**config.mk**
```make
export PLATFORM = sky130hd
export DESIGN_NAME = intx_aggregator
export DESIGN_NICKNAME = d
export VERILOG_FILES = /design/src/rtl/intx_pkg.sv /design/src/rtl/intx_pin_cell.sv /design/src/rtl/intx_regs.sv /design/src/rtl/intx_aggregator.sv
export SDC_FILE = /design/constraint.sdc
export NUM_CORES = 1
export LEC_CHECK = 0
export ABC_AREA = 1
export ABC_CLOCK_PERIOD_IN_PS = 1550
export BUFFER_PORTS_ARGS = -buffer_cell sky130_fd_sc_hd__buf_2
export CAP_MARGIN = 20
export CORE_MARGIN = 4
export CORE_UTILIZATION = 39
export DETAILED_ROUTE_END_ITERATION = 16
export GPL_ROUTABILITY_DRIVEN = 0
export HOLD_SLACK_MARGIN = 0.02
export PLACE_DENSITY_LB_ADDON = 0.15
export SYNTH_ARGS = -nofsm -noshare
export SYNTH_HDL_FRONTEND = slang
export SYNTH_SLANG_ARGS = --single-unit
```
**constraint.sdc**
```tcl
create_clock -name clk -period 1.55 [get_ports clk]
set_clock_uncertainty 0.2 [all_clocks]
set_input_delay 0.31 -clock clk [delete_from_list [all_inputs] [get_ports clk]]
set_output_delay 0.31 -clock clk [all_outputs]
set_load 0.1 [all_outputs]
```
**src/rtl/intx_pkg.sv**
```systemverilog
package intx_pkg;
  localparam int unsigned INTX_PINS = 4;

  typedef enum logic [1:0] {
    SEL_NONE   = 2'd0,
    SEL_ENABLE = 2'd1,
    SEL_STATUS = 2'd2
  } intx_sel_e;
endpackage

```
**src/rtl/intx_pin_cell.sv**
```systemverilog
module intx_pin_cell #(
  parameter int PIN_IDX_W = 2,
  parameter int PIN_ID    = 0
) (
  input  logic                 clk,
  input  logic                 rst,
  input  logic                 asrt_vld,
  input  logic [PIN_IDX_W-1:0] asrt_pin,
  input  logic                 dsrt_vld,
  input  logic [PIN_IDX_W-1:0] dsrt_pin,
  input  logic                 clr,
  output logic                 level_o,
  output logic                 status_o,
  output logic                 status_nxt_o
);
  logic hit_a, hit_d;
  logic level_q, level_nxt;
  logic status_q, status_nxt;

  assign hit_a = asrt_vld && (asrt_pin == PIN_IDX_W'(PIN_ID));
  assign hit_d = dsrt_vld && (dsrt_pin == PIN_IDX_W'(PIN_ID));

  // Deassert dominates a same-cycle assert on this pin.
  always_comb begin
    if (hit_d)      level_nxt = 1'b0;
    else if (hit_a) level_nxt = 1'b1;
    else            level_nxt = level_q;
  end

  // A held level re-sets the bit, so a clear only sticks once the level is low.
  assign status_nxt = level_nxt | (status_q & ~clr);

  always_ff @(posedge clk) begin
    if (rst) begin
      level_q  <= 1'b0;
      status_q <= 1'b0;
    end else begin
      level_q  <= level_nxt;
      status_q <= status_nxt;
    end
  end

  assign level_o      = level_q;
  assign status_o     = status_q;
  assign status_nxt_o = status_nxt;

  a_r3_assert_sets: assert property (@(posedge clk) disable iff (rst)
    (hit_a && !hit_d) |=> (level_q && status_q));
  a_r4_held_level_keeps: assert property (@(posedge clk) disable iff (rst)
    (level_q && !hit_d) |=> status_q);
  a_r5_sticky_status: assert property (@(posedge clk) disable iff (rst)
    (status_q && !clr) |=> status_q);
  a_r6_deassert_clear: assert property (@(posedge clk) disable iff (rst)
    (hit_d && clr) |=> !status_q);
  a_r10_deassert_wins: assert property (@(posedge clk) disable iff (rst)
    (hit_a && hit_d) |=> !level_q);
endmodule

```
**src/rtl/intx_regs.sv**
```systemverilog
module intx_regs
  import intx_pkg::*;
#(
  parameter int ADDR_W   = 12,
  parameter int DATA_W   = 32,
  parameter int NUM_PINS = 4,
  parameter int PIN_LSB  = 24,
  parameter int EN_ADDR  = 'h180,
  parameter int ST_ADDR  = 'h184
) (
  input  logic                clk,
  input  logic                rst,
  input  logic                reg_wr,
  input  logic                reg_rd,
  input  logic [ADDR_W-1:0]   reg_addr,
  input  logic [DATA_W-1:0]   reg_wdata,
  input  logic [NUM_PINS-1:0] status_q,
  output logic [NUM_PINS-1:0] en_q,
  output logic [NUM_PINS-1:0] en_nxt,
  output logic [NUM_PINS-1:0] w1c,
  output logic [DATA_W-1:0]   rd_data
);
  intx_sel_e           sel;
  logic [NUM_PINS-1:0] wfield;
  logic [DATA_W-1:0]   rd_word;
  logic [DATA_W-1:0]   rd_q;
  logic                wdata_unused;

  assign wfield       = reg_wdata[PIN_LSB +: NUM_PINS];
  assign wdata_unused = ^reg_wdata;

  always_comb begin
    if (reg_addr == ADDR_W'(EN_ADDR))      sel = SEL_ENABLE;
    else if (reg_addr == ADDR_W'(ST_ADDR)) sel = SEL_STATUS;
    else                                   sel = SEL_NONE;
  end

  assign en_nxt = (reg_wr && sel == SEL_ENABLE) ? wfield : en_q;
  assign w1c    = (reg_wr && sel == SEL_STATUS) ? wfield : '0;

  always_comb begin
    rd_word = '0;
    case (sel)
      SEL_ENABLE: rd_word[PIN_LSB +: NUM_PINS] = en_q;
      SEL_STATUS: rd_word[PIN_LSB +: NUM_PINS] = status_q;
      default:    rd_word = '0;
    endcase
  end

  always_ff @(posedge clk) begin
    if (rst) begin
      en_q <= '0;
      rd_q <= '0;
    end else begin
      en_q <= en_nxt;
      if (reg_rd) rd_q <= rd_word;
    end
  end

  assign rd_data = rd_q;

  a_r7_enable_load: assert property (@(posedge clk) disable iff (rst)
    (reg_wr && sel == SEL_ENABLE) |=> (en_q == $past(wfield)));
  a_r9_stray_write: assert property (@(posedge clk) disable iff (rst)
    (reg_wr && sel == SEL_NONE) |=> $stable(en_q));
  a_r2_read_hold: assert property (@(posedge clk) disable iff (rst)
    !reg_rd |=> $stable(rd_data));
endmodule

```
**src/rtl/intx_aggregator.sv**
```systemverilog
module intx_aggregator
  import intx_pkg::*;
#(
  parameter int NUM_PINS  = INTX_PINS,
  parameter int ADDR_W    = 12,
  parameter int DATA_W    = 32,
  parameter int PIN_LSB   = 24,
  parameter int EN_ADDR   = 'h180,
  parameter int ST_ADDR   = 'h184,
  localparam int PIN_IDX_W = (NUM_PINS > 1) ? $clog2(NUM_PINS) : 1
) (
  input  logic                 clk,
  input  logic                 rst,
  input  logic                 asrt_vld,
  input  logic [PIN_IDX_W-1:0] asrt_pin,
  input  logic                 dsrt_vld,
  input  logic [PIN_IDX_W-1:0] dsrt_pin,
  input  logic                 reg_wr,
  input  logic                 reg_rd,
  input  logic [ADDR_W-1:0]    reg_addr,
  input  logic [DATA_W-1:0]    reg_wdata,
  output logic [DATA_W-1:0]    rd_data,
  output logic                 irq_o
);
  logic [NUM_PINS-1:0] level;
  logic [NUM_PINS-1:0] status;
  logic [NUM_PINS-1:0] status_nxt;
  logic [NUM_PINS-1:0] en_q, en_nxt, w1c;
  logic                irq_q;

  for (genvar p = 0; p < NUM_PINS; p++) begin : g_pin
    intx_pin_cell #(.PIN_IDX_W(PIN_IDX_W), .PIN_ID(p)) u_cell (
      .clk          (clk),
      .rst          (rst),
      .asrt_vld     (asrt_vld),
      .asrt_pin     (asrt_pin),
      .dsrt_vld     (dsrt_vld),
      .dsrt_pin     (dsrt_pin),
      .clr          (w1c[p]),
      .level_o      (level[p]),
      .status_o     (status[p]),
      .status_nxt_o (status_nxt[p])
    );
  end

  intx_regs #(
    .ADDR_W(ADDR_W), .DATA_W(DATA_W), .NUM_PINS(NUM_PINS),
    .PIN_LSB(PIN_LSB), .EN_ADDR(EN_ADDR), .ST_ADDR(ST_ADDR)
  ) u_regs (
    .clk       (clk),
    .rst       (rst),
    .reg_wr    (reg_wr),
    .reg_rd    (reg_rd),
    .reg_addr  (reg_addr),
    .reg_wdata (reg_wdata),
    .status_q  (status),
    .en_q      (en_q),
    .en_nxt    (en_nxt),
    .w1c       (w1c),
    .rd_data   (rd_data)
  );

  // Built from next-state values so the line moves on the same edge as the bits.
  always_ff @(posedge clk) begin
    if (rst) irq_q <= 1'b0;
    else     irq_q <= |(status_nxt & en_nxt);
  end

  assign irq_o = irq_q;

  a_r8_irq_tracks: assert property (@(posedge clk) disable iff (rst)
    irq_o == |(status & en_q));
  a_r4_level_implies_status: assert property (@(posedge clk) disable iff (rst)
    (level & ~status) == '0);
endmodule

```
## After elaboration in Yosys (flattened, before gate mapping)

Cells that the tools add are included.

| cells by class | value |
|---|---|
| equality and inequality tests | 10 |
| muxes and demuxes | 13 |
| bitwise gates (word level) | 13 |
| reduce and logical (&&, ||, !) cells | 13 |

Operators with widths:

| cell | number |
|---|---|
| 12-bit by 9-bit equality test with 1-bit output, second input constant | 2 |
| 2-bit equality test, second input constant | 5 |
| 1-bit logical AND | 10 |
| 1-bit two-way mux | 8 |
| 4-bit two-way mux | 2 |
| 4-bit case mux with 2 select lines | 1 |
| 2-bit by 1-bit equality test with 1-bit output, second input constant | 3 |
| 1-bit AND | 4 |
| 4-bit AND | 1 |
| 2-bit zero test | 2 |
| 2-bit two-way mux | 2 |
| 1-bit inverter | 4 |
| 1-bit OR | 4 |
| 4-bit OR reduction | 1 |

| word-level totals | value |
|---|---|
| flip-flop bits (word level) | 17 |
| input port bits | 54 |
| output and inout port bits | 33 |
| logic and storage cells | 60 |

## Logic depth before layout (Yosys ltp)

Gate-level depths: netlist of run 1.

| depth | value |
|---|---|
| word-level depth | 11 |
| gate-level depth with buffers | 11 |
| gate-level depth less buffers | 11 |

## Modules after synthesis

Synthesis of run 1 repeated with hierarchy kept, for this count alone.

| unflattened totals | value |
|---|---|
| cells, all modules | 178 |
| area total of the unflattened synthesis | 1301.2 µm² |

Modules (own cells, without submodules):

| module | instances | cells an instance | area each (µm²) | seq. area each (µm²) |
|---|---|---|---|---|
| intx_regs | 1 | 117 | 850.8 | 160.2 |
| intx_pin_cell (g_pin[1].u_cell ...) | 2 | 13 | 106.4 | 40.0 |
| intx_pin_cell (g_pin[0].u_cell) | 1 | 14 | 95.1 | 40.0 |
| intx_pin_cell (g_pin[3].u_cell) | 1 | 12 | 92.6 | 40.0 |
| intx_aggregator | 1 | 9 | 50.0 | 20.0 |

## Worst setup path after synthesis of run 1

Ideal clock, no wire load.

| timing | value |
|---|---|
| kind | input to register |
| start point | input port reg_addr[11] |
| end point | register irq_q, in the netlist irq_o |
| setup time | 0.128 ns |
| data arrival time | 1.166 ns |
| data required time | 1.222 ns |
| path slack | 0.056 ns |
| stages | 10 |
| path buffers | 0 |
| path through | nor2_1 nand2_2 nor2_8 nand3_4 nand2_1 o21ai_2 nand2_1 nand2_1 nor2_1 nor2_1 |

| between the ends | value |
|---|---|
| cells in the longest elaborated chain, start to end | 11 |
| elaborated cells between the ends (all ways) | 24 |
| classes of those cells | 4 x eq/ne; 4 x mux; 13 x bitwise; 3 x reduce/logical |

RTL lines:

| what | line | text |
|---|---|---|
| from (decl) | intx_aggregator.sv:20 | `input logic [ADDR_W-1:0] reg_addr,` |
| 12-bit by 9-bit equality test with 1-bit output | intx_regs.sv:34 | `else if (reg_addr == ADDR_W'(ST_ADDR)) sel = SEL_STATUS;` |
| 2-bit two-way mux | intx_regs.sv:34 |  |
| 2-bit two-way mux * | intx_regs.sv:33 | `if (reg_addr == ADDR_W'(EN_ADDR)) sel = SEL_ENABLE;` |
| 2-bit equality test | intx_regs.sv:39 | `assign w1c = (reg_wr && sel == SEL_STATUS) ? wfield : '0;` |
| 1-bit logical AND | intx_regs.sv:39 |  |
| 4-bit two-way mux | intx_regs.sv:39 |  |
| 1-bit inverter | intx_pin_cell.sv:31 | `assign status_nxt = level_nxt \| (status_q & ~clr);` |
| 1-bit AND | intx_pin_cell.sv:31 |  |
| 1-bit OR | intx_pin_cell.sv:31 |  |
| 4-bit AND * | intx_aggregator.sv:66 | `else irq_q <= \|(status_nxt & en_nxt);` |
| 4-bit OR reduction * | intx_aggregator.sv:66 |  |
| to (signal assigned) | intx_aggregator.sv:66 |  |
| to (decl) | intx_aggregator.sv:29 | `logic irq_q;` |

Every way passes the cells marked *; elsewhere a longest branch is shown, timed or not.
A chain may end at the register's enable or synchronous reset.

## Worst setup path in the final report of run 1

Ends and elaborated chain as after synthesis.

==> flow_summary.yaml, run 1 <==
synth:
  yosys_warnings: 0
  synth-async-reset-ratio: 0
  synth_commonest_cells: "buf_4, nand2_1, inv_1, nor2_1, dfxtp_1"
  syn_area_um2: 1090
  synth_edf_count: 0
  ys.flop_type: "dfxtp_1"
  ys_seq_area_frac: 0.312
  yosysTopAreaCell: "dfxtp_1"
  netlist_instances: 159
  avgSynthCellArea_um2: 6.85
  synthTopCellsByArea: "dfxtp_1, buf_4, nand2_1, inv_1, nor2_1"
  synth_top_cell_area_share: 0.312
  ys_ff_latch: 17
  ys_types: 19
placement:
  post-place-ws_ps: -148
  port_buffers: 30
  postPlaceCellArea_um2: 1310
  hpwl_um: 1950
floorplanning:
  rows: 18
  start_util: 0.424
  ios: 87
  die_h_um: 60.9
  die_area_um2: 3700
  die_x_um: 60.9
  core_area_um2: 2570
route:
  ant_nets: 0
  wl_per_cell_um: 9.95
  drt_iter0_drc: 16
  dr.pass1.iters: 4
  vias: 997
  drc: 0
  vias_per_cell: 4.33
  wl_um: 2290
hold_path:
  hp-class: "input pin to flip-flop"
clock_network:
  cts_made_buffers: 3
  holdBufCountCts: 0
  post_cts_resized: 0
  postCtsSetupBuffers: 0
  numClockSinks: 17
  h-tree-depth: 1
  root_buffer: "clkbuf_4"
  cts_tree: "built"
  clockBufferDepth: 2
  worstSkewPairLatency_ps: 290
  path_clk_slew_ps: 100
finish:
  n_fill_cell: 259
  syn_to_final_growth_pct: 22.8
  fin_nets: 255
  final_cell_area_um2: 1340
  drive_above_1_share: 0.280
  antenna_cells: 0
global_routing:
  grt_max_degree: 18
  grt_antenna_before_repair: 0
  overflow: 0
  grt_pass1_vias: 913
  grt_pass1_wl_um: 3750
  grt_usage: 0.133
timing:
  setup_violations: 0
  rsz0062_at_grt: "no"
  layout_worst_path_cycle_share: 0.894
  fin_tns_setup_ps: 0
  fmax_mhz: 722
  period_minus_slack_ps: 1390
  hold_ws_ps: 146
  setup_slack_ps: 165
  slew_violations: 0
  hold_viol_final: 0
power_and_ir_drop:
  p_per_area_nw_per_um2: 882
  leakage_nw: 0.731
  peakVddDrop_mv: 0.568
critical_path:
  arrival_ps: 1370
  end_kind: "flip-flop"
  r2r_slack_ps: 380
  path_class: "input pin to flip-flop"
  critPathRequiredTime_ps: 1530
  critPathMaxFanout: 8
  crit_path_start_kind: "input pin"
outcome:
  status: "complete, no violations"
flow_run:
  drv_cap: 0
[where the power goes]
part | leakage (nW) | internal (mW) | total, mW | switching, mW
Clock | 0.0177 | 0.0959 | 0.234 | 0.138
Sequential | 0.139 | 0.455 | 0.466 | 0.0109
Combinational | 0.574 | 0.0768 | 0.481 | 0.404
[cell type report]
class / instances / area (um^2) / area share
tap: 30 / 37.5 / 0.0280
timing repair buffer: 40 / 300 / 0.224
multi-input combinational: 113 / 536 / 0.400
inverter: 26 / 97.6 / 0.0729
clock inverter: 1 / 5.00 / 0.00374
clock buffer: 3 / 22.5 / 0.0168
sequential: 17 / 340 / 0.254
[state kept, by name, summed over array words and instances (netlist names)]
name                   flops
u_regs.en_q                4
g_pin.u_cell.level_o       4
u_regs.rd_data             4
irq_o                      1
g_pin.u_cell.status_o      4
[critical path: stages]
cell and delay, ps:
buf_2 90, nor2_1 120, nand2_2 100, nor2_8 180, nand3_4 140, nand2_1 110
nand2_1 60, nand2_1 70, nand2_1 50, nor2_1 80, nor2_1 50
[cell families after synthesis]
kind of cell,after synthesis,share of synthesized area
simple gates,67,0.294
buf+inv,56,0.289
compound gates,18,0.101
flops,17,0.312
other cells,1,0.00344
[per-stage QoR]
step	cells	util	total power, mW
floorplan	186	-	0.921
detailed placement	226	0.511	0.956
CTS	230	0.521	1.19
global route	230	0.521	1.24
finish	230	0.521	1.18
global placement	226	0.511	0.951
[per-layer routing]
| layer | global-route usage | part of all wire |
|---|---|---|
| met3 | 0.0447 | 0.093 |
| met5 | 0 | 0 |
| met1 | 0.148 | 0.37 |
| met4 | 0.0279 | 0.0070 |
| met2 | 0.246 | 0.53 |
[final timing paths]
check                                            from                                  end  depth (start not counted)
setup / recovery                         reg_addr[11]                     irq_o$_SDFF_PP0_                         11
hold / removal                          reg_wdata[25]            u_regs.en_q[1]$_SDFF_PP0_                          3
setup reg to reg   g_pin[3].u_cell.level_o$_SDFF_PP0_                     irq_o$_SDFF_PP0_                          6
hold reg to reg   g_pin[1].u_cell.status_o$_SDFF_PP0_  g_pin[1].u_cell.status_o$_SDFF_PP0_                          2
[placed cells by master, fill, tap and decap left out, drive strengths merged]
| cell | n |
|---|---|
| a21oi | 5 |
| buf | 40 |
| clkbuf | 3 |
| clkinv | 1 |
| conb | 28 |
| dfxtp | 17 |
| inv | 26 |
| nand2 | 30 |
| nand3 | 4 |
| nand4 | 5 |
| nor2 | 27 |
| nor3 | 1 |
| o21ai | 6 |
| o22ai | 7 |
No activity file was read; power rests on OpenSTA's default activity.
==> inputs of run 2 (changes only) <==
Settings changed: PLACE_DENSITY from default to 0.84, PLACE_DENSITY_LB_ADDON 0.15 to default.
==> flow_summary.yaml, run 2 (synthesis results as in run 1) <==
outcome:
  status: "complete, no violations"
floorplanning:
  die_area_um2: 3700
  start_util: 0.424
  core_area_um2: 2570
  rows: 18
  ios: 87
  die_h_um: 60.9
  die_x_um: 60.9
global_routing:
  grt_use_met1: 0.132
  grt_usage: 0.121
  grt_use_met3: 0.0191
  grt_antenna_before_repair: 0
  grt_max_degree: 18
  met2_usage: 0.223
  grt_pass1_wl_um: 3350
  grt_pass1_vias: 851
  grt.busiest_layer: "met2"
  overflow: 0
finish:
  fin_nets: 254
  n_fill_cell: 244
  syn_to_final_growth_pct: 22.2
  postLayoutCoreUtil: 0.519
  antenna_cells: 0
  layout_common_cells: "nand2_1, conb_1, buf_2, inv_1, nor2_1"
  drive_above_1_share: 0.276
clock_network:
  root_buffer: "clkbuf_4"
  numClockSinks: 17
  cts_made_buffers: 3
  path_clk_slew_ps: 100
  h-tree-depth: 1
  post_cts_resized: 0
  holdBufCountCts: 0
  postCtsSetupBuffers: 0
  clockBufferDepth: 2
  worstSkewPairLatency_ps: 290
  cts_tree: "built"
critical_path:
  end_kind: "output pin"
  critPathRequiredTime_ps: 1040
  path_delay_family: "flip-flops"
  arrival_ps: 880
  critPathMaxFanout: 2
  cp_cell_sequence: "buf_12"
  max_stage_delay_ps: 390
  crit_path_start_kind: "flip-flop"
  critPathSlowestCell: "dfxtp_1"
  worst-path-buf-inv: 1
  path_class: "flip-flop to output pin"
placement:
  port_buffers: 30
  post-place-ws_ps: -157
  hpwl_um: 1790
timing:
  period_minus_slack_ps: 1390
  hold_ws_ps: 131
  fmax_mhz: 719
  layout_worst_path_cycle_share: 0.897
  hold_viol_final: 0
  setup_slack_ps: 160
  slew_violations: 0
  setup_violations: 0
  rsz0062_at_grt: "no"
flow_run:
  drv_cap: 0
route:
  dr.pass1.iters: 4
  ant_nets: 0
  wl_per_cell_um: 9.43
  drc: 0
  vias: 1002
  vias_per_cell: 4.38
  wl_um: 2160
  drt_iter0_drc: 28
power_and_ir_drop:
  leakage_nw: 0.725
  peakVddDrop_mv: 0.509
  p_total_mw: 1.19
  p_per_area_nw_per_um2: 893
hold_path:
  hp-class: "input pin to flip-flop"
[run 2: cell types whose count changed in the layout (fill, tap and decap cells not counted)]
| cell | delta |
|---|---|
| buf_4 | -1 |
[run 2: area by class of cell]
type                            instances  area, um^2  share of cell area
Clock inverter                          1        5.00             0.00376
Sequential cell                        17         340               0.256
Timing Repair Buffer                   39         293               0.220
Clock buffer                            3        22.5              0.0169
Inverter                               26        97.6              0.0733
Tap cell                               30        37.5              0.0282
Multi-Input combinational cell        113         536               0.402
[run 2: worst paths after layout]
check                                                  to                          startpoint  cells past startpoint  slack (ps)
worst max register to register           irq_o$_SDFF_PP0_  g_pin[3].u_cell.level_o$_SDFF_PP0_                      6         350
worst max-delay path                          rd_data[26]     u_regs.rd_data[26]$_SDFFE_PP0P_                      1         160
worst min-delay path            u_regs.en_q[1]$_SDFF_PP0_                       reg_wdata[25]                      3         130
worst min register to register  u_regs.en_q[1]$_SDFF_PP0_           u_regs.en_q[1]$_SDFF_PP0_                      2         290
[run 2: metrics by stage]
stage / instances / TNS, ps / area [um^2]
global route: 229 / 0 / 1330
finish: 229 / 0 / 1330
floorplan: 186 / 0 / 1190
detailed placement: 225 / -334 / 1300
CTS: 229 / 0 / 1330
global placement: 225 / -257 / 1300
[run 2: layer usage]
metal | part of all wire | wire length, um | up-vias
li1 | - | - | 515
met1 | 0.36 | 770 | 441
met2 | 0.54 | 1160 | 42
met3 | 0.089 | 193 | 4
met4 | 0.017 | 36 | 0
met5 | 0 | 0 | -
[run 2: power breakdown]
group | switching (mW) | internal [mW]
Clock | 0.146 | 0.0962
Combinational | 0.404 | 0.0767
Sequential | 0.0112 | 0.455
Total | 0.561 | 0.628
[run 2: worst register-to-register path, stage by stage (launching register included)]
cell     delay (ps)
dfxtp_1         310
o22ai_1         220
nand2_1         100
nand2_1          60
nand2_1          50
nor2_1          110
nor2_1           50
==> inputs of run 3 (changes only) <==
==> constraint.sdc (replaced) <==
create_clock -name clk -period 1.55 [get_ports clk]
set_clock_uncertainty 0.2 [all_clocks]
set_input_delay 0.0775 -clock clk [delete_from_list [all_inputs] [get_ports clk]]
set_output_delay 0.0775 -clock clk [all_outputs]
set_load 0.1 [all_outputs]
==> flow_summary.yaml, run 3 (synthesis results as in run 1) <==
outcome:
  status: "complete, no violations"
finish:
  n_fill_cell: 243
  final_common_cell: "buf_2"
  antenna_cells: 0
  final_cell_area_um2: 1400
  syn_to_final_growth_pct: 28.2
  layout_common_cells: "buf_2, conb_1, nand2_1, inv_1, nor2_1"
  drive_above_1_share: 0.273
  postLayoutCoreUtil: 0.544
  fin_nets: 264
timing:
  setup_violations: 0
  setup_slack_ps: 85.1
  slew_violations: 0
  period_minus_slack_ps: 1460
  fmax_mhz: 683
  hold_viol_final: 0
  layout_worst_path_cycle_share: 0.945
  fin_tns_setup_ps: 0
critical_path:
  r2r_cells: 6
  crit_path_start_kind: "input pin"
  path_class: "input pin to flip-flop"
  arrival_ps: 1440
  reg2reg_from: "g_pin[2].u_cell.level_o$_SDFF_PP0_"
  critPathMaxFanout: 3
  r2r_slack_ps: 370
  end_kind: "flip-flop"
  critPathRequiredTime_ps: 1520
  r2r_end: "irq_o$_SDFF_PP0_"
global_routing:
  grt_antenna_before_repair: 0
  grt_max_degree: 12
  grt_usage: 0.125
  grt_pass1_wl_um: 3530
  grt_pass1_vias: 899
  overflow: 0
floorplanning:
  die_area_um2: 3700
  ios: 87
  die_x_um: 60.9
  die_h_um: 60.9
  start_util: 0.424
  rows: 18
  core_area_um2: 2570
hold_path:
  min_from: "reg_addr[3]"
  hp-class: "input pin to flip-flop"
  whs_path_depth: 6
  holdPathEnd: "u_regs.en_q[2]$_SDFF_PP0_"
power_and_ir_drop:
  swShare: 0.466
  pwr-share-seq: 0.390
  leakage_nw: 0.753
  power_frac_comb: 0.415
  p_int_mw: 0.635
  peakVddDrop_mv: 0.757
  p_sw_mw: 0.555
  clkPwrFrac: 0.195
  p_total_mw: 1.19
  p_per_area_nw_per_um2: 852
placement:
  postPlaceCellArea_um2: 1180
  port_buffers: 30
  hpwl_um: 1780
  post-place-ws_ps: 89.2
route:
  ant_nets: 0
  vias_per_cell: 4.42
  wl_per_cell_um: 10.4
  wl_um: 2490
  drc: 0
  vias: 1057
  drt_iter0_drc: 29
  dr.pass1.iters: 4
clock_network:
  h-tree-depth: 1
  cts_tree: "built"
  numClockSinks: 17
  worstSkewPairLatency_ps: 290
  path_clk_slew_ps: 90
  root_buffer: "clkbuf_4"
  clockBufferDepth: 2
  cts_made_buffers: 3
flow_run:
  drv_cap: 0
-- run 3: layout make-up --
class,instances,area [um^2],share of cell area
multi-input combinational,113,567,0.406
sequential,17,340,0.244
timing repair buffer,49,329,0.235
inverter,26,97.6,0.0698
tap,30,37.5,0.0269
clock buffer,4,26.3,0.0188
-- run 3: worst max-delay path by stage --
stage	slack, ps	cells past startpoint	endpoint	start
floorplan	60	4	u_regs.rd_data[24]$_SDFFE_PP0P_	u_regs.rd_data[24]$_SDFFE_PP0P_
global placement	100	11	irq_o$_SDFF_PP0_	reg_addr[11]
detailed placement	90	11	irq_o$_SDFF_PP0_	reg_addr[11]
CTS	20	5	u_regs.en_q[1]$_SDFF_PP0_	reg_wdata[25]
global route	-30	10	irq_o$_SDFF_PP0_	dsrt_pin[1]
finish	90	10	irq_o$_SDFF_PP0_	dsrt_pin[1]
-- run 3: critical path, stage by stage --
cell           delay [ps]
dlygate4sd3_1         540
buf_2                 130
inv_1                  70
nand2_2                80
o22ai_4               210
nand2_2                60
nand2_1                60
nand2_1                60
nor2_1                100
nor2_1                 40
-- run 3: through the flow --
step                      std cells  hold slack [ps]
final                           239             26.3
after global routing            239             56.3
after CTS                       236             24.7
after detailed placement        218              217
after global placement          218              198
after floorplan                 186             39.7
-- run 3: layer usage --
| metal | track usage | vias to the layer above | part of all wire |
|---|---|---|---|
| met1 | 0.139 | 478 | 0.41 |
| met4 | 0.00929 | 0 | 0.019 |
| met5 | 0 | - | 0 |
| met3 | 0.0447 | 6 | 0.065 |
| li1 | - | 538 | - |
| met2 | 0.238 | 35 | 0.51 |
-- run 3: repair_timing --
action | CTS | global route
hold buffers | 14 | 2
setup buffers | 0 | 4
setup endpoints to repair | 0 | 4
hold endpoints to repair | 17 | 3
gates resized for setup | 0 | 8
-- run 3: power by group through the flow --
stage | Combinational [mW] | Sequential [mW] | Clock, mW
finish | 0.494 | 0.464 | 0.232
global route | 0.518 | 0.466 | 0.256
CTS | 0.477 | 0.463 | 0.245
detailed placement | 0.454 | 0.473 | 0
global placement | 0.450 | 0.473 | 0
floorplan | 0.413 | 0.507 | 0
